## config.mk

```make
export PLATFORM = sky130hd
export DESIGN_NAME = tag_edge_receiver
export DESIGN_NICKNAME = d
export VERILOG_FILES = /design/src/rtl/tag_rx_pkg.sv /design/src/rtl/rx_input_sync.sv /design/src/rtl/rx_tick_gen.sv /design/src/rtl/rx_edge_counter.sv /design/src/rtl/tag_edge_receiver.sv
export SDC_FILE = /design/constraint.sdc
export NUM_CORES = 1
export LEC_CHECK = 0
export BUFFER_PORTS_ARGS = -buffer_cell sky130_fd_sc_hd__buf_4
export CAP_MARGIN = 20
export CORE_MARGIN = 4
export CORE_UTILIZATION = 37
export DETAILED_ROUTE_END_ITERATION = 8
export SLEW_MARGIN = 20
export SYNTH_ARGS = -nofsm -noshare
export SYNTH_HDL_FRONTEND = slang
export SYNTH_SLANG_ARGS = --single-unit
```

## constraint.sdc

```tcl
create_clock -name clk -period 2.6 [get_ports clk]
set_input_delay 0.13 -clock clk [delete_from_list [all_inputs] [get_ports clk]]
set_output_delay 0.13 -clock clk [all_outputs]
set_load 0.1 [all_outputs]
```

## src/rtl/tag_rx_pkg.sv

```systemverilog
package tag_rx_pkg;

    typedef enum logic [2:0] {
        ST_IDLE,
        ST_REFUSE,
        ST_TURN,
        ST_WIN,
        ST_FINISH
    } rx_state_e;

    // Window decision: strictly between the two thresholds
    function automatic logic window_is_one(input int unsigned cnt,
                                           input int unsigned lo,
                                           input int unsigned hi);
        return (cnt > lo) && (cnt < hi);
    endfunction

endpackage

```

## src/rtl/rx_input_sync.sv

```systemverilog
module rx_input_sync #(
    parameter int STAGES = 2
) (
    input  logic clk,
    input  logic rst_n,
    input  logic rx_i,
    output logic edge_o
);
    // stage[0..STAGES-1] synchronise, stage[STAGES] holds previous level
    logic [STAGES:0] stage_q;

    for (genvar g = 0; g <= STAGES; g++) begin : g_stage
        if (g == 0) begin : g_first
            always_ff @(posedge clk or negedge rst_n) begin
                if (!rst_n) stage_q[0] <= 1'b0;
                else        stage_q[0] <= rx_i;
            end
        end else begin : g_next
            always_ff @(posedge clk or negedge rst_n) begin
                if (!rst_n) stage_q[g] <= 1'b0;
                else        stage_q[g] <= stage_q[g-1];
            end
        end
    end

    // Either polarity of transition counts
    assign edge_o = stage_q[STAGES-1] ^ stage_q[STAGES];

endmodule

```

## src/rtl/rx_tick_gen.sv

```systemverilog
module rx_tick_gen #(
    parameter int DIV = 1
) (
    input  logic clk,
    input  logic rst_n,
    input  logic run_i,
    output logic tick_o
);
    localparam int PW = (DIV > 1) ? $clog2(DIV) : 1;

    logic [PW-1:0] pre_q;

    assign tick_o = run_i && (pre_q == PW'(DIV - 1));

    always_ff @(posedge clk or negedge rst_n) begin
        if (!rst_n)                pre_q <= '0;
        else if (!run_i || tick_o) pre_q <= '0;
        else                       pre_q <= pre_q + PW'(1);
    end

endmodule

```

## src/rtl/rx_edge_counter.sv

```systemverilog
module rx_edge_counter #(
    parameter int MAX_CNT = 64
) (
    input  logic                         clk,
    input  logic                         rst_n,
    input  logic                         clear_i,
    input  logic                         edge_i,
    output logic [$clog2(MAX_CNT+1)-1:0] count_now_o
);
    localparam int CW = $clog2(MAX_CNT + 1);

    logic [CW-1:0] count_q;

    // Count including an edge in the current cycle, saturating
    always_comb begin
        if (count_q == CW'(MAX_CNT)) count_now_o = count_q;
        else                         count_now_o = count_q + CW'(edge_i);
    end

    always_ff @(posedge clk or negedge rst_n) begin
        if (!rst_n)       count_q <= '0;
        else if (clear_i) count_q <= '0;
        else              count_q <= count_now_o;
    end

    AST_CNT_SATURATES: assert property (@(posedge clk) disable iff (!rst_n)
        count_q <= CW'(MAX_CNT));

endmodule

```

## src/rtl/tag_edge_receiver.sv

```systemverilog
module tag_edge_receiver
    import tag_rx_pkg::*;
#(
    parameter int CLK_PER_TICK = 1,
    parameter int TURN_TICKS   = 490,
    parameter int BIT_TICKS    = 150,
    parameter int MAX_BITS     = 32,
    parameter int LOW_THR      = 30,
    parameter int HIGH_THR     = 64,
    parameter int SYNC_STAGES  = 2
) (
    input  logic                              clk,
    input  logic                              rst_n,
    input  logic                              start_i,
    input  logic [$clog2(MAX_BITS+1):0]       nbits_i,
    input  logic [MAX_BITS-1:0]               key_i,
    input  logic                              rx_i,
    output logic [MAX_BITS-1:0]               data_o,
    output logic                              valid_o,
    output logic                              abort_o
);
    localparam int NB_W    = $clog2(MAX_BITS + 1) + 1;
    localparam int IDX_W   = $clog2(MAX_BITS);
    localparam int TMAX    = (TURN_TICKS > BIT_TICKS) ? TURN_TICKS : BIT_TICKS;
    localparam int TIMER_W = $clog2(TMAX + 1);
    localparam int CNT_W   = $clog2(HIGH_THR + 1);

    rx_state_e           state_q, state_d;
    logic [TIMER_W-1:0]  timer_q;
    logic [IDX_W-1:0]    idx_q;
    logic [NB_W-1:0]     nbits_q;
    logic [MAX_BITS-1:0] work_q, work_flip;
    logic [MAX_BITS-1:0] result_q;

    logic             tick, edge_pulse, bit_one;
    logic             close_turn, close_win, last_win, accept;
    logic [CNT_W-1:0] count_now;

    // ---------------- sub-blocks ----------------
    rx_input_sync #(.STAGES(SYNC_STAGES)) i_sync (
        .clk    (clk),
        .rst_n  (rst_n),
        .rx_i   (rx_i),
        .edge_o (edge_pulse)
    );

    rx_tick_gen #(.DIV(CLK_PER_TICK)) i_tick (
        .clk    (clk),
        .rst_n  (rst_n),
        .run_i  ((state_q == ST_TURN) || (state_q == ST_WIN)),
        .tick_o (tick)
    );

    rx_edge_counter #(.MAX_CNT(HIGH_THR)) i_cnt (
        .clk         (clk),
        .rst_n       (rst_n),
        .clear_i     ((state_q != ST_WIN) || close_win),
        .edge_i      (edge_pulse),
        .count_now_o (count_now)
    );

    // ---------------- decode helpers ----------------
    assign accept     = (nbits_i <= NB_W'(MAX_BITS));
    assign close_turn = (state_q == ST_TURN) && tick && (timer_q == TIMER_W'(TURN_TICKS - 1));
    assign close_win  = (state_q == ST_WIN)  && tick && (timer_q == TIMER_W'(BIT_TICKS - 1));
    assign last_win   = close_win && ((NB_W'(idx_q) + NB_W'(1)) == nbits_q);
    assign bit_one    = window_is_one(32'(count_now), LOW_THR, HIGH_THR);
    assign work_flip  = work_q ^ (MAX_BITS'(bit_one) << idx_q);

    // ---------------- state register ----------------
    always_ff @(posedge clk or negedge rst_n) begin
        if (!rst_n) state_q <= ST_IDLE;
        else        state_q <= state_d;
    end

    always_comb begin
        state_d = state_q;
        unique case (state_q)
            ST_IDLE:   if (start_i) state_d = accept ? ST_TURN : ST_REFUSE;
            ST_REFUSE: state_d = ST_IDLE;
            ST_TURN:   if (close_turn) state_d = (nbits_q == '0) ? ST_FINISH : ST_WIN;
            ST_WIN:    if (last_win) state_d = ST_FINISH;
            ST_FINISH: state_d = ST_IDLE;
            default:   state_d = ST_IDLE;
        endcase
    end

    // ---------------- datapath ----------------
    always_ff @(posedge clk or negedge rst_n) begin
        if (!rst_n) begin
            timer_q  <= '0;
            idx_q    <= '0;
            nbits_q  <= '0;
            work_q   <= '0;
            result_q <= '0;
        end else begin
            if (state_q == ST_IDLE && start_i && accept) begin
                nbits_q <= nbits_i;
                work_q  <= key_i;
                idx_q   <= '0;
                timer_q <= '0;
            end
            if ((state_q == ST_TURN || state_q == ST_WIN) && tick) begin
                if (close_turn || close_win) timer_q <= '0;
                else                         timer_q <= timer_q + TIMER_W'(1);
            end
            if (close_win) begin
                work_q <= work_flip;
                idx_q  <= idx_q + IDX_W'(1);
            end
            if (close_turn && nbits_q == '0) result_q <= work_q;
            if (last_win)                    result_q <= work_flip;
        end
    end

    // ---------------- outputs ----------------
    always_comb begin
        valid_o = (state_q == ST_FINISH);
        abort_o = (state_q == ST_REFUSE);
        data_o  = result_q;
    end

    // ---------------- assertions ----------------
    AST_VALID_ONE_CYCLE: assert property (@(posedge clk) disable iff (!rst_n)
        valid_o |=> !valid_o);

    AST_REFUSE_ABORT: assert property (@(posedge clk) disable iff (!rst_n)
        (state_q == ST_IDLE && start_i && nbits_i > NB_W'(MAX_BITS)) |=> (abort_o && !valid_o));

    AST_RESULT_HOLDS: assert property (@(posedge clk) disable iff (!rst_n)
        !$stable(data_o) |-> valid_o);

    AST_BUSY_NO_ABORT: assert property (@(posedge clk) disable iff (!rst_n)
        ((state_q == ST_TURN || state_q == ST_WIN) && start_i) |=> !abort_o);

    AST_IDX_IN_RANGE: assert property (@(posedge clk) disable iff (!rst_n)
        (state_q == ST_WIN) |-> (NB_W'(idx_q) < nbits_q));

    AST_NOT_BOTH: assert property (@(posedge clk) disable iff (!rst_n)
        !(valid_o && abort_o));

endmodule

```

==> results.tsv, run 1 <==
stage	metric	value	unit
run_status	status	finished, violations left	
run_status	failing checks	negative setup slack	
global_routing	pin count of the biggest net entering global routing	51	
sta	final period utilization	105	%
synth	top-count cell post-synth	dfrtp_1	
setup_path	CP required	2.83	ns
final_layout	# nets final	840	
drt	via density per instance	5.79	
power_and_ir_drop	clock power share	28.0	%
synth	Synth Flop Type	dfrtp_1	
setup_path	Crit path max-delay family	simple AND/OR/NAND/NOR gates	
power_and_ir_drop	Static Leak	3.51	nW
drt	remaining antenna violation count	0	
place	hpwl dp	12500	um
floorplanning	core area	16100	um^2
power_and_ir_drop	cell internal pwr	3.48	mW
synth	Post-synth EDFFs	0	
setup_path	Buf/Inv on CP	2	
cts	clk buf depth	2	
final_layout	share of cells above drive strength 1	32.4	%
power_and_ir_drop	register share of total power	42.4	%
global_routing	initial antenna violation count	0	
sta	clock skew	0.00532	ns
sta	WHS	0.00920	ns
sta	Final Max Tran Viols	0	
power_and_ir_drop	Power Density	654	nW/um^2
hold_path	Hold Crit Class	input port to register	
synth	async set-reset flop share out of synthesis	100	%
sta	final worst path period need	2.72	ns
power_and_ir_drop	Psw	1.87	mW
floorplanning	cell row count	46	
drt	DR pass1 iterations	5	
sta	Worst slew margin	45.3	%
cts	clk sinks	99	
cts	TritonCTS clock tree	yes	
floorplanning	die span in y	137	um
cts	Worst-Skew Late Latency	0.35	ns
place	gp weighted congestion	0.857	
job	# Max-Cap Violations	0	
final_layout	Ant. Diodes	0	
cts	Num CTS Buffers	9	
global_routing	gr ovfl total	0	
cts	register clock-pin slew on the reported worst setup and hold paths	0.07	ns
setup_path	CP Max Fanout	7	
floorplanning	die width	137	um
synth	top cells by area, synth	dfrtp_1 40%, nand3_1 4.6%, nand2_1 3.4%, nor3_1 2.9%, a21oi_1 2.6%	
synth	Synth Net Count	731	
synth	Post-Synthesis Cells	683	
sta	f_max	368	MHz
setup_path	Critical-path top delay cell	or4_4	
drt	routed vias	5862	
setup_path	slowest stage delay, CP	0.52	ns
synth	Syn. warnings	0	
power_and_ir_drop	sw frac	35.0	%
place	pre-CTS setup slack	-0.158	ns
synth	post-synthesis cell type count	76	
floorplanning	initial core utilization	38.2	%
drt	DRC Markers	0	
sta	post-route worst setup slack	-0.120	ns
global_routing	first-pass GRT wire length	29300	um
floorplanning	I/O pin count	77	
drt	DR iter-0 viols	377	
power_and_ir_drop	Design Power	5.35	mW
power_and_ir_drop	Combinational Power Share	29.6	%
cts	clk root buf	clkbuf_16	
setup_path	type of the worst setup path	register to register	
synth	post-synthesis area per instance	9.02	um^2
sta	unrepaired setup endpoints after global routing	yes	
sta	endpoints failing setup	27	
sta	worst slew pin tran	0.821	ns
setup_path	crit path DAT	2.95	ns
drt	Detailed Route WL	18500	um
synth	#FFs+latches synth	99	
setup_path	crit start category	register	
drt	Avg WL per Cell	18.3	um
setup_path	CP endpoint kind	register	
synth	leading area contributor after synthesis	dfrtp_1	
power_and_ir_drop	worst ir drop on vdd	0.388	mV
global_routing	vias in the first global route	5704	
setup_path	worst-path cell chain	xor2_1 > ha_2 > ha_4 > inv_2 > or4_4 > o22ai_4 > buf_6 > o2111ai_1 > and3_1 > or3_1	
place	PortBufs	76	
floorplanning	Die Area	18800	um^2
synth	sequential area share after synthesis	40.2	%
cts	CTS H-tree lvls	3	
synth	Cell Area, Synth	6160	um^2
sta	final hold violation count	0	
final_layout	Area growth syn-to-layout	33.0	%
global_routing	GRT Total Usage	19.7	%
synth	post-synth top area share	40.2	%
synth	Post-synth top cells	99 x dfrtp_1, 56 x nand2_1, 56 x nand3_1	
==> metal layers <==
metal	global-route usage (%)	part of all wire [%]	vias up
li1	-	-	2758
met1	25.4	44	2947
met2	33.2	50	130
met3	2.72	3.8	27
met4	8.09	2.3	0
met5	0	0	-
==> layout by cell type (no fill, tap or decap), drive strengths merged, types with 8 or more instances in the layout <==
cell and count:
nand3 56, clkbuf 14, nand2b 18, and3 18
dfrtp 99, a21oi 35, o221a 8, buf 146
a2bb2oi 14, inv 20, o2111ai 12, nand2 56
nand4 13, o21ai 28, o22ai 19, nor2 36
o21a 14, nor3 36, or3 20, xnor2 9
==> final cells by class <==
type / instances / area (um^2)
Inverter: 20 / 75.1
Sequential cell: 99 / 2480
Tap cell: 216 / 270
Timing Repair Buffer: 151 / 1320
Clock inverter: 4 / 72.6
Fill cell: 1529 / 7930
Multi-Input combinational cell: 511 / 3720
Clock buffer: 12 / 256
==> cells by family after synthesis <==
kind of cell | synth area share (%)
DFF | 40.2
buffers and inverters | 6.07
other | 0.0609
muxes | 1.10
and+or+nand+nor | 24.8
AOI/OAI and AO/OA | 24.2
adders and majority gates | 1.02
xor gates and xnor gates | 2.52
==> worst paths after layout <==
check | start | to | slack, ns | cells after the start
hold / removal | nbits_i[4] | nbits_q[4] | 0.009 | 2
max in group asynchronous | rst_n | i_tick.pre_q | 1.46 | 3
setup reg to reg | i_sync.stage_q[1] | data_o[0] | -0.12 | 10
hold reg to reg | i_sync.stage_q[0] | i_sync.stage_q[1] | 0.35 | 0
setup / recovery | i_sync.stage_q[1] | data_o[0] | -0.12 | 10
min in group asynchronous | rst_n | data_o[9] | 0.37 | 2
==> stage by stage <==
step / setup TNS, ns / instances / utilization, % / area, um^2
3_3_place_gp: -1.82 / 984 / 45.5 / 7320
4_1_cts: -2.59 / 1007 / 48.9 / 7880
5_1_grt: -6.18 / 1013 / 50.8 / 8190
6_report: -1.67 / 1013 / 50.8 / 8190
3_5_place_dp: -3.73 / 984 / 45.5 / 7320
2_1_floorplan: -0.0204 / 683 / - / 6220
==> power groups by stage <==
| stage | sequential, mW | combinational (mW) | clock [mW] |
|---|---|---|---|
| 2_1_floorplan | 2.17 | 1.18 | 0 |
| 3_3_place_gp | 2.24 | 1.45 | 0 |
| 3_5_place_dp | 2.28 | 1.50 | 0 |
| 4_1_cts | 2.25 | 1.54 | 1.53 |
| 5_1_grt | 2.32 | 1.76 | 1.58 |
| 6_report | 2.27 | 1.59 | 1.50 |
==> flip-flops by register name, summed over array words and instances, names as in the netlist <==
| name | count |
|---|---|
| idx_q | 5 |
| i_cnt.count_q | 7 |
| i_sync.stage_q | 3 |
| nbits_q | 7 |
| data_o | 32 |
| state_q | 3 |
| work_q | 32 |
| timer_q | 9 |
| i_tick.pre_q | 1 |
==> what timing repair did <==
item | 4_1_cts | 5_1_grt
gates cloned | 1 | 2
hold buffers | 3 | 0
setup buffers | 3 | 9
setup endpoints to repair | 52 | 68
pin swaps | 18 | 16
gates resized for setup | 30 | 46
hold endpoints to repair | 50 | 0
No activity file was read; power rests on OpenSTA's default activity.
==> run 2, diff against run 1 <==
- CAP_MARGIN: 20 -> 10
- CORE_MARGIN: 4 -> unset
==> results.tsv, run 2 (synthesis results as in run 1) <==
stage	metric	value	unit	change
setup_path	Critical-path top delay cell	or4_4		unchanged
floorplanning	cell row count	46		unchanged
setup_path	type of the worst setup path	register to register		unchanged
place	hpwl dp	11900	um	was 12500 um
global_routing	met3 Track Usage GR	4.52	%	was 2.72%
sta	endpoints failing setup	49		was 27
sta	final worst path period need	2.81	ns	was 2.72 ns
setup_path	CP endpoint kind	register		unchanged
sta	worst slew pin tran	0.851	ns	was 0.821 ns
final_layout	# nets final	836		was 840
cts	CTS H-tree lvls	3		unchanged
run_status	failing checks	negative setup slack		unchanged
drt	Detailed Route WL	17800	um	was 18500 um
setup_path	Reg-to-Reg End	data_o[3]		was data_o[0]
power_and_ir_drop	worst ir drop on vdd	0.363	mV	was 0.388 mV
hold_path	Worst Hold Depth	2		unchanged
cts	clk sinks	99		unchanged
setup_path	worst-path cell chain	xor2_2 > ha_4 > ha_4 > inv_2 > or4_4 > o22ai_4 > buf_6 > o2111ai_2 > and3_1 > or3_1		was xor2_1 > ha_2 > ha_4 > inv_2 > or4_4 > o22ai_4 > buf_6 > o2111ai_1 > and3_1 > or3_1
setup_path	most used cell, CP	ha_4		
place	PortBufs	76		unchanged
drt	DR iter-0 viols	362		was 377
sta	Setup TNS	-4.04	ns	was -1.67 ns
final_layout	Ant. Diodes	0		unchanged
drt	via density per instance	5.74		was 5.79
setup_path	CP Max Fanout	5		was 7
setup_path	reg2reg start	i_sync.stage_q[2]		was i_sync.stage_q[1]
sta	post-route worst setup slack	-0.208	ns	was -0.120 ns
job	# Max-Cap Violations	0		unchanged
global_routing	busiest metal layer after global routing	met2		unchanged
hold_path	Hold Crit Class	input port to register		unchanged
global_routing	gr ovfl total	0		unchanged
setup_path	Buf/Inv on CP	2		unchanged
sta	clock skew	0.0103	ns	was 0.00532 ns
final_layout	commonest non-fill, non-tap cell in the layout	buf_4		unchanged
setup_path	CP required	2.84	ns	was 2.83 ns
global_routing	GR Util met2	36.0	%	was 33.2%
setup_path	slowest stage delay, CP	0.51	ns	was 0.52 ns
drt	DR pass1 iterations	5		unchanged
cts	Worst-Skew Late Latency	0.36	ns	was 0.35 ns
final_layout	most frequent cells in the layout	126 x buf_4, 99 x dfrtp_1, 56 x nand2_1		was 128 x buf_4, 99 x dfrtp_1, 55 x nand2_1
hold_path	Hold Startpoint	nbits_i[3]		was nbits_i[4]
floorplanning	I/O pin count	77		unchanged
drt	Avg WL per Cell	17.7	um	was 18.3 um
global_routing	vias in the first global route	5624		was 5704
sta	Final Max Tran Viols	0		unchanged
cts	Num CTS Buffers	9		unchanged
sta	unrepaired setup endpoints after global routing	yes		unchanged
sta	final hold violation count	0		unchanged
sta	Worst slew margin	43.3	%	was 45.3%
floorplanning	die width	131	um	was 137 um
global_routing	pin count of the biggest net entering global routing	58		was 51
sta	final period utilization	108	%	was 105%
final_layout	share of cells above drive strength 1	33.5	%	was 32.4%
place	gp weighted congestion	0.845		was 0.857
sta	f_max	356	MHz	was 368 MHz
final_layout	Area growth syn-to-layout	33.0	%	about the same
run_status	status	finished, violations left		unchanged
cts	register clock-pin slew on the reported worst setup and hold paths	0.07	ns	about the same
global_routing	met1 global-route usage	27.1	%	was 25.4%
setup_path	FF-to-FF setup slack	-0.21	ns	was -0.12 ns
hold_path	Worst Hold End	nbits_q[3]		was nbits_q[4]
drt	routed vias	5793		was 5862
power_and_ir_drop	Static Leak	3.49	nW	was 3.51 nW
cts	clk buf depth	2		unchanged
cts	TritonCTS clock tree	yes		unchanged
setup_path	crit start category	register		unchanged
drt	DRC Markers	0		unchanged
drt	remaining antenna violation count	0		unchanged
global_routing	initial antenna violation count	0		unchanged
place	pre-CTS setup slack	-0.208	ns	was -0.158 ns
setup_path	Crit path max-delay family	simple AND/OR/NAND/NOR gates		unchanged
floorplanning	Die Area	17200	um^2	was 18800 um^2
floorplanning	initial core utilization	38.4	%	was 38.2%
setup_path	crit path DAT	3.05	ns	was 2.95 ns
global_routing	first-pass GRT wire length	28300	um	was 29300 um
setup_path	reg2reg path depth	10		unchanged
cts	clk root buf	clkbuf_16		unchanged
floorplanning	die span in y	131	um	was 137 um
floorplanning	core area	16100	um^2	about the same
global_routing	GRT Total Usage	21.4	%	was 19.7%
power_and_ir_drop	Power Density	651	nW/um^2	was 654 nW/um^2
-- run 2: per-stage QoR --
step	cells	hold slack (ns)	cell area (um^2)	power (mW)	util (%)
4_1_cts	1001	0.00568	7770	5.27	48.4
6_report	1009	0.0180	8190	5.34	51.0
2_1_floorplan	683	-0.166	6220	3.35	-
3_3_place_gp	982	0.172	7280	3.69	45.4
5_1_grt	1009	0.0131	8190	5.68	51.0
3_5_place_dp	982	0.175	7280	3.77	45.4
-- run 2: final cells by class --
| cell class | instances | area (um^2) |
|---|---|---|
| Tap cell | 216 | 270 |
| Inverter | 20 | 75.1 |
| Clock inverter | 3 | 43.8 |
| Multi-Input combinational cell | 512 | 3800 |
| Sequential cell | 99 | 2480 |
| Timing Repair Buffer | 146 | 1240 |
| Fill cell | 1457 | 7860 |
| Clock buffer | 13 | 280 |
-- run 2: worst max-delay path by stage --
stage / startpoint / end / cells past startpoint
final: i_sync.stage_q[2] / data_o[3] / 10
after global routing: i_sync.stage_q[2] / data_o[16] / 10
after CTS: i_sync.stage_q[2] / data_o[16] / 10
after detailed placement: i_sync.stage_q[1] / data_o[5] / 10
after global placement: i_sync.stage_q[1] / data_o[6] / 10
after floorplan: i_sync.stage_q[2] / data_o[5] / 10
-- run 2: timing repair --
item	in CTS	in global routing
pin swaps	13	53
hold buffers	2	0
hold endpoints to repair	43	0
gates resized for setup	28	61
gates cloned	0	3
buffers inserted	1	7
setup endpoints to repair	54	64
-- run 2: where the power goes --
group	internal (mW)	switching (mW)	total (mW)
Combinational	0.714	0.888	1.60
Clock	0.852	0.600	1.45
Sequential	1.88	0.407	2.28
Total	3.44	1.89	5.34
-- run 2: layer usage --
| metal | share of wire [%] | vias to the layer above |
|---|---|---|
| met4 | 2.4 | 0 |
| met1 | 44 | 2864 |
| li1 | - | 2743 |
| met5 | 0 | - |
| met2 | 50 | 153 |
| met3 | 3.9 | 33 |
==> run 3, diff against run 2 <==
- CTS_BUF_LIST: unset -> sky130_fd_sc_hd__clkbuf_4
- CTS_CLUSTER_SIZE: unset -> 28
- SYNTH_HIERARCHICAL: unset -> 1
==> results.tsv, run 3 <==
stage	metric	value	unit	change
synth	post-synthesis cell type count	52		was 76
place	hpwl dp	10400	um	was 11900 um
place	gp weighted congestion	0.808		was 0.845
drt	DRC Markers	0		unchanged
sta	worst slew pin tran	0.666	ns	was 0.851 ns
synth	Synth Area in Simple Gates	30.2	%	was 24.8%
cts	Num CTS Buffers	9		unchanged
synth	Post-synth top cells	99 x dfrtp_1, 88 x nand3_1, 84 x nand2_1		was 99 x dfrtp_1, 56 x nand2_1, 56 x nand3_1
power_and_ir_drop	Static Leak	3.25	nW	was 3.49 nW
setup_path	CP endpoint kind	register		unchanged
global_routing	first-pass GRT wire length	26800	um	was 28300 um
setup_path	FF-to-FF setup slack	0.01	ns	was -0.21 ns
setup_path	Reg-to-Reg End	work_q[7]		was data_o[3]
synth	Synth Area in Compound Gates	16.5	%	was 24.2%
floorplanning	I/O pin count	77		unchanged
synth	Cell Area, Synth	5570	um^2	was 6160 um^2
final_layout	most frequent cells in the layout	116 x buf_4, 99 x dfrtp_1, 78 x nand2_1		was 126 x buf_4, 99 x dfrtp_1, 56 x nand2_1
synth	top-count cell post-synth	dfrtp_1		unchanged
synth	#FFs+latches synth	99		unchanged
setup_path	reg2reg path depth	13		was 10
drt	Detailed Route WL	16700	um	was 17800 um
synth	Synth Flop Type	dfrtp_1		unchanged
synth	Post-synth EDFFs	0		unchanged
cts	CTS H-tree lvls	3		unchanged
floorplanning	initial core utilization	38.2	%	was 38.4%
global_routing	GRT Total Usage	21.2	%	was 21.4%
setup_path	CP required	2.98	ns	was 2.84 ns
final_layout	commonest non-fill, non-tap cell in the layout	buf_4		unchanged
power_and_ir_drop	register share of total power	49.3	%	was 42.8%
synth	post-synth top area share	44.5	%	was 40.2%
run_status	status	complete, no violations		was finished, violations left
hold_path	Worst Hold End	state_q[0]		was nbits_q[3]
drt	via density per instance	5.66		was 5.74
cts	Worst-Skew Late Latency	0.48	ns	was 0.36 ns
global_routing	initial antenna violation count	1		was 0
global_routing	vias in the first global route	5320		was 5624
floorplanning	die span in y	125	um	was 131 um
hold_path	Worst Hold Depth	3		was 2
power_and_ir_drop	Combinational Power Share	29.3	%	was 30.0%
sta	Worst slew margin	55.5	%	was 43.3%
power_and_ir_drop	Psw	1.79	mW	was 1.89 mW
drt	remaining antenna violation count	0		unchanged
hold_path	Hold Crit Class	input port to register		unchanged
drt	DR pass1 iterations	6		was 5
cts	clk sinks	99		unchanged
sta	WHS	0.0874	ns	was 0.0180 ns
synth	leading area contributor after synthesis	dfrtp_1		unchanged
final_layout	# nets final	827		was 836
setup_path	CP Max Fanout	8		was 5
floorplanning	core area	14600	um^2	was 16100 um^2
power_and_ir_drop	cell internal pwr	3.10	mW	was 3.44 mW
job	# Max-Cap Violations	0		unchanged
setup_path	type of the worst setup path	register to register		unchanged
sta	final hold violation count	0		unchanged
cts	clk root buf	clkbuf_4		was clkbuf_16
hold_path	Hold Startpoint	start_i		was nbits_i[3]
sta	unrepaired setup endpoints after global routing	yes		unchanged
sta	Setup TNS	0	ns	was -4.04 ns
synth	sequential area share after synthesis	44.5	%	was 40.2%
final_layout	Area growth syn-to-layout	33.9	%	was 33.0%
power_and_ir_drop	Power Density	657	nW/um^2	was 651 nW/um^2
sta	final worst path period need	2.59	ns	was 2.81 ns
sta	final period utilization	99.6	%	was 108%
sta	endpoints failing setup	0		was 49
synth	Synth Area in XOR/XNOR	2.29	%	was 2.52%
synth	post-synthesis area per instance	8.62	um^2	was 9.02 um^2
sta	f_max	386	MHz	was 356 MHz
final_layout	final core occ	51.1	%	was 51.0%
setup_path	reg2reg start	i_sync/stage_q[1]		was i_sync.stage_q[2]
drt	routed vias	5481		was 5793
power_and_ir_drop	sw frac	36.6	%	was 35.5%
drt	DR iter-0 viols	399		was 362
cts	register clock-pin slew on the reported worst setup and hold paths	0.16	ns	was 0.07 ns
synth	main combinational cell family by area after synthesis	simple AND/OR/NAND/NOR gates		unchanged
floorplanning	Die Area	15500	um^2	was 17200 um^2
place	PortBufs	76		unchanged
synth	Syn. warnings	6		was 0
sta	clock skew	0.0356	ns	was 0.0103 ns
synth	multiplexer area fraction after synthesis	1.21	%	was 1.10%
synth	Post-Synth Adder-Cell Area	1.12	%	was 1.02%
setup_path	beginning of the critical path	i_sync/stage_q[1]		was i_sync.stage_q[2]
synth	Synth Net Count	694		was 731
floorplanning	die width	125	um	was 131 um
final_layout	share of cells above drive strength 1	25.9	%	was 33.5%
global_routing	gr ovfl total	0		unchanged
setup_path	crit start category	register		unchanged
global_routing	pin count of the biggest net entering global routing	71		was 58
synth	top cells by area, synth	dfrtp_1 44%, nand3_1 7.9%, nand2_1 5.7%, a21oi_1 3.7%, nor2_1 3.4%		was dfrtp_1 40%, nand3_1 4.6%, nand2_1 3.4%, nor3_1 2.9%, a21oi_1 2.6%
synth	async set-reset flop share out of synthesis	100	%	unchanged
drt	Avg WL per Cell	17.2	um	was 17.7 um
synth	Post-Synthesis Cells	646		was 683
cts	TritonCTS clock tree	yes		unchanged
setup_path	crit path DAT	2.97	ns	was 3.05 ns
power_and_ir_drop	Design Power	4.90	mW	was 5.34 mW
power_and_ir_drop	worst ir drop on vdd	0.313	mV	was 0.363 mV
sta	Final Max Tran Viols	0		unchanged
floorplanning	cell row count	44		was 46
power_and_ir_drop	clock power share	21.3	%	was 27.2%
cts	clk buf depth	2		unchanged
run 3: cell count changes after synthesis, moves of 14 or more:
| cell | previous run | this run |
|---|---|---|
| nand3_1 | 56 | 88 |
| nand2_1 | 56 | 84 |
| nor3_1 | 36 | 15 |
| nor2_1 | 36 | 51 |
| a2bb2oi_1 | 14 | 0 |
run 3: worst max path at each step:
stage	end	slack (ns)	cells after the start
3_3_place_gp	data_o[16]	-0.03	11
6_report	work_q[7]	0.01	13
4_1_cts	work_q[7]	-0.002	13
3_5_place_dp	data_o[18]	-0.14	11
5_1_grt	work_q[7]	-0.18	13
2_1_floorplan	work_q[4]	0.003	14
run 3: metal layers:
metal	GRT usage, %	vias up	wire length (um)
met4	5.17	0	216
met5	0	-	0
met1	28.7	2682	7710
li1	-	2616	-
met2	35.0	165	7990
met3	3.61	18	774
run 3: timing repair:
action | 4_1_cts | 5_1_grt
hold buffers | 40 | 0
buffers inserted | 3 | 9
gates resized for setup | 12 | 35
cloned | 1 | 1
endpoints found under the setup margin | 42 | 63
pin swaps | 2 | 16
endpoints found under the hold margin | 80 | 0
run 3: per-stage QoR:
stage / std cells / cell area, um^2 / setup slack, ns
after CTS: 958 / 7210 / -0.00186
after global routing: 969 / 7460 / -0.179
after global placement: 898 / 6550 / -0.0269
after floorplan: 646 / 5580 / 0.00336
final: 969 / 7460 / 0.0113
after detailed placement: 898 / 6550 / -0.136
run 3: cells by family (layout without fill, tap and decap cells):
kind of cell	Yosys count	in the layout
xor+xnor	13	13
fa+ha+maj	5	5
flops	99	99
simple gates	331	332
buf+inv	52	189
compound gates	139	139
mux	6	6
other cells	1	2
run 3: power groups by stage:
stage / clock network [mW] / registers (mW) / logic [mW]
final: 1.04 / 2.42 / 1.44
after detailed placement: 0 / 2.42 / 1.30
after floorplan: 0 / 2.28 / 0.920
after global routing: 1.14 / 2.48 / 1.60
after CTS: 1.08 / 2.40 / 1.37
after global placement: 0 / 2.39 / 1.25
run 3: layout make-up:
| class | instances | area [um^2] |
|---|---|---|
| diodes | 1 | 2.50 |
| clock buffers | 10 | 75.1 |
| clock inverters | 6 | 111 |
| fillers | 1349 | 7130 |
| inverters | 6 | 22.5 |
| multi-input cells | 496 | 3050 |
| flip-flops and latches | 99 | 2480 |
| well taps | 184 | 230 |
| repair buffers | 167 | 1490 |
run 3: critical path, stage by stage, from the launching register on:
cell and delay [ns]:
dfrtp_1 0.41, xor2_1 0.17, ha_2 0.23, ha_4 0.16, nand3_4 0.09, xor2_2 0.17
inv_1 0.07, and3_4 0.19, a31o_4 0.22, buf_12 0.14, nand3b_1 0.14, o21ai_1 0.17
a21oi_1 0.08, a311oi_1 0.28
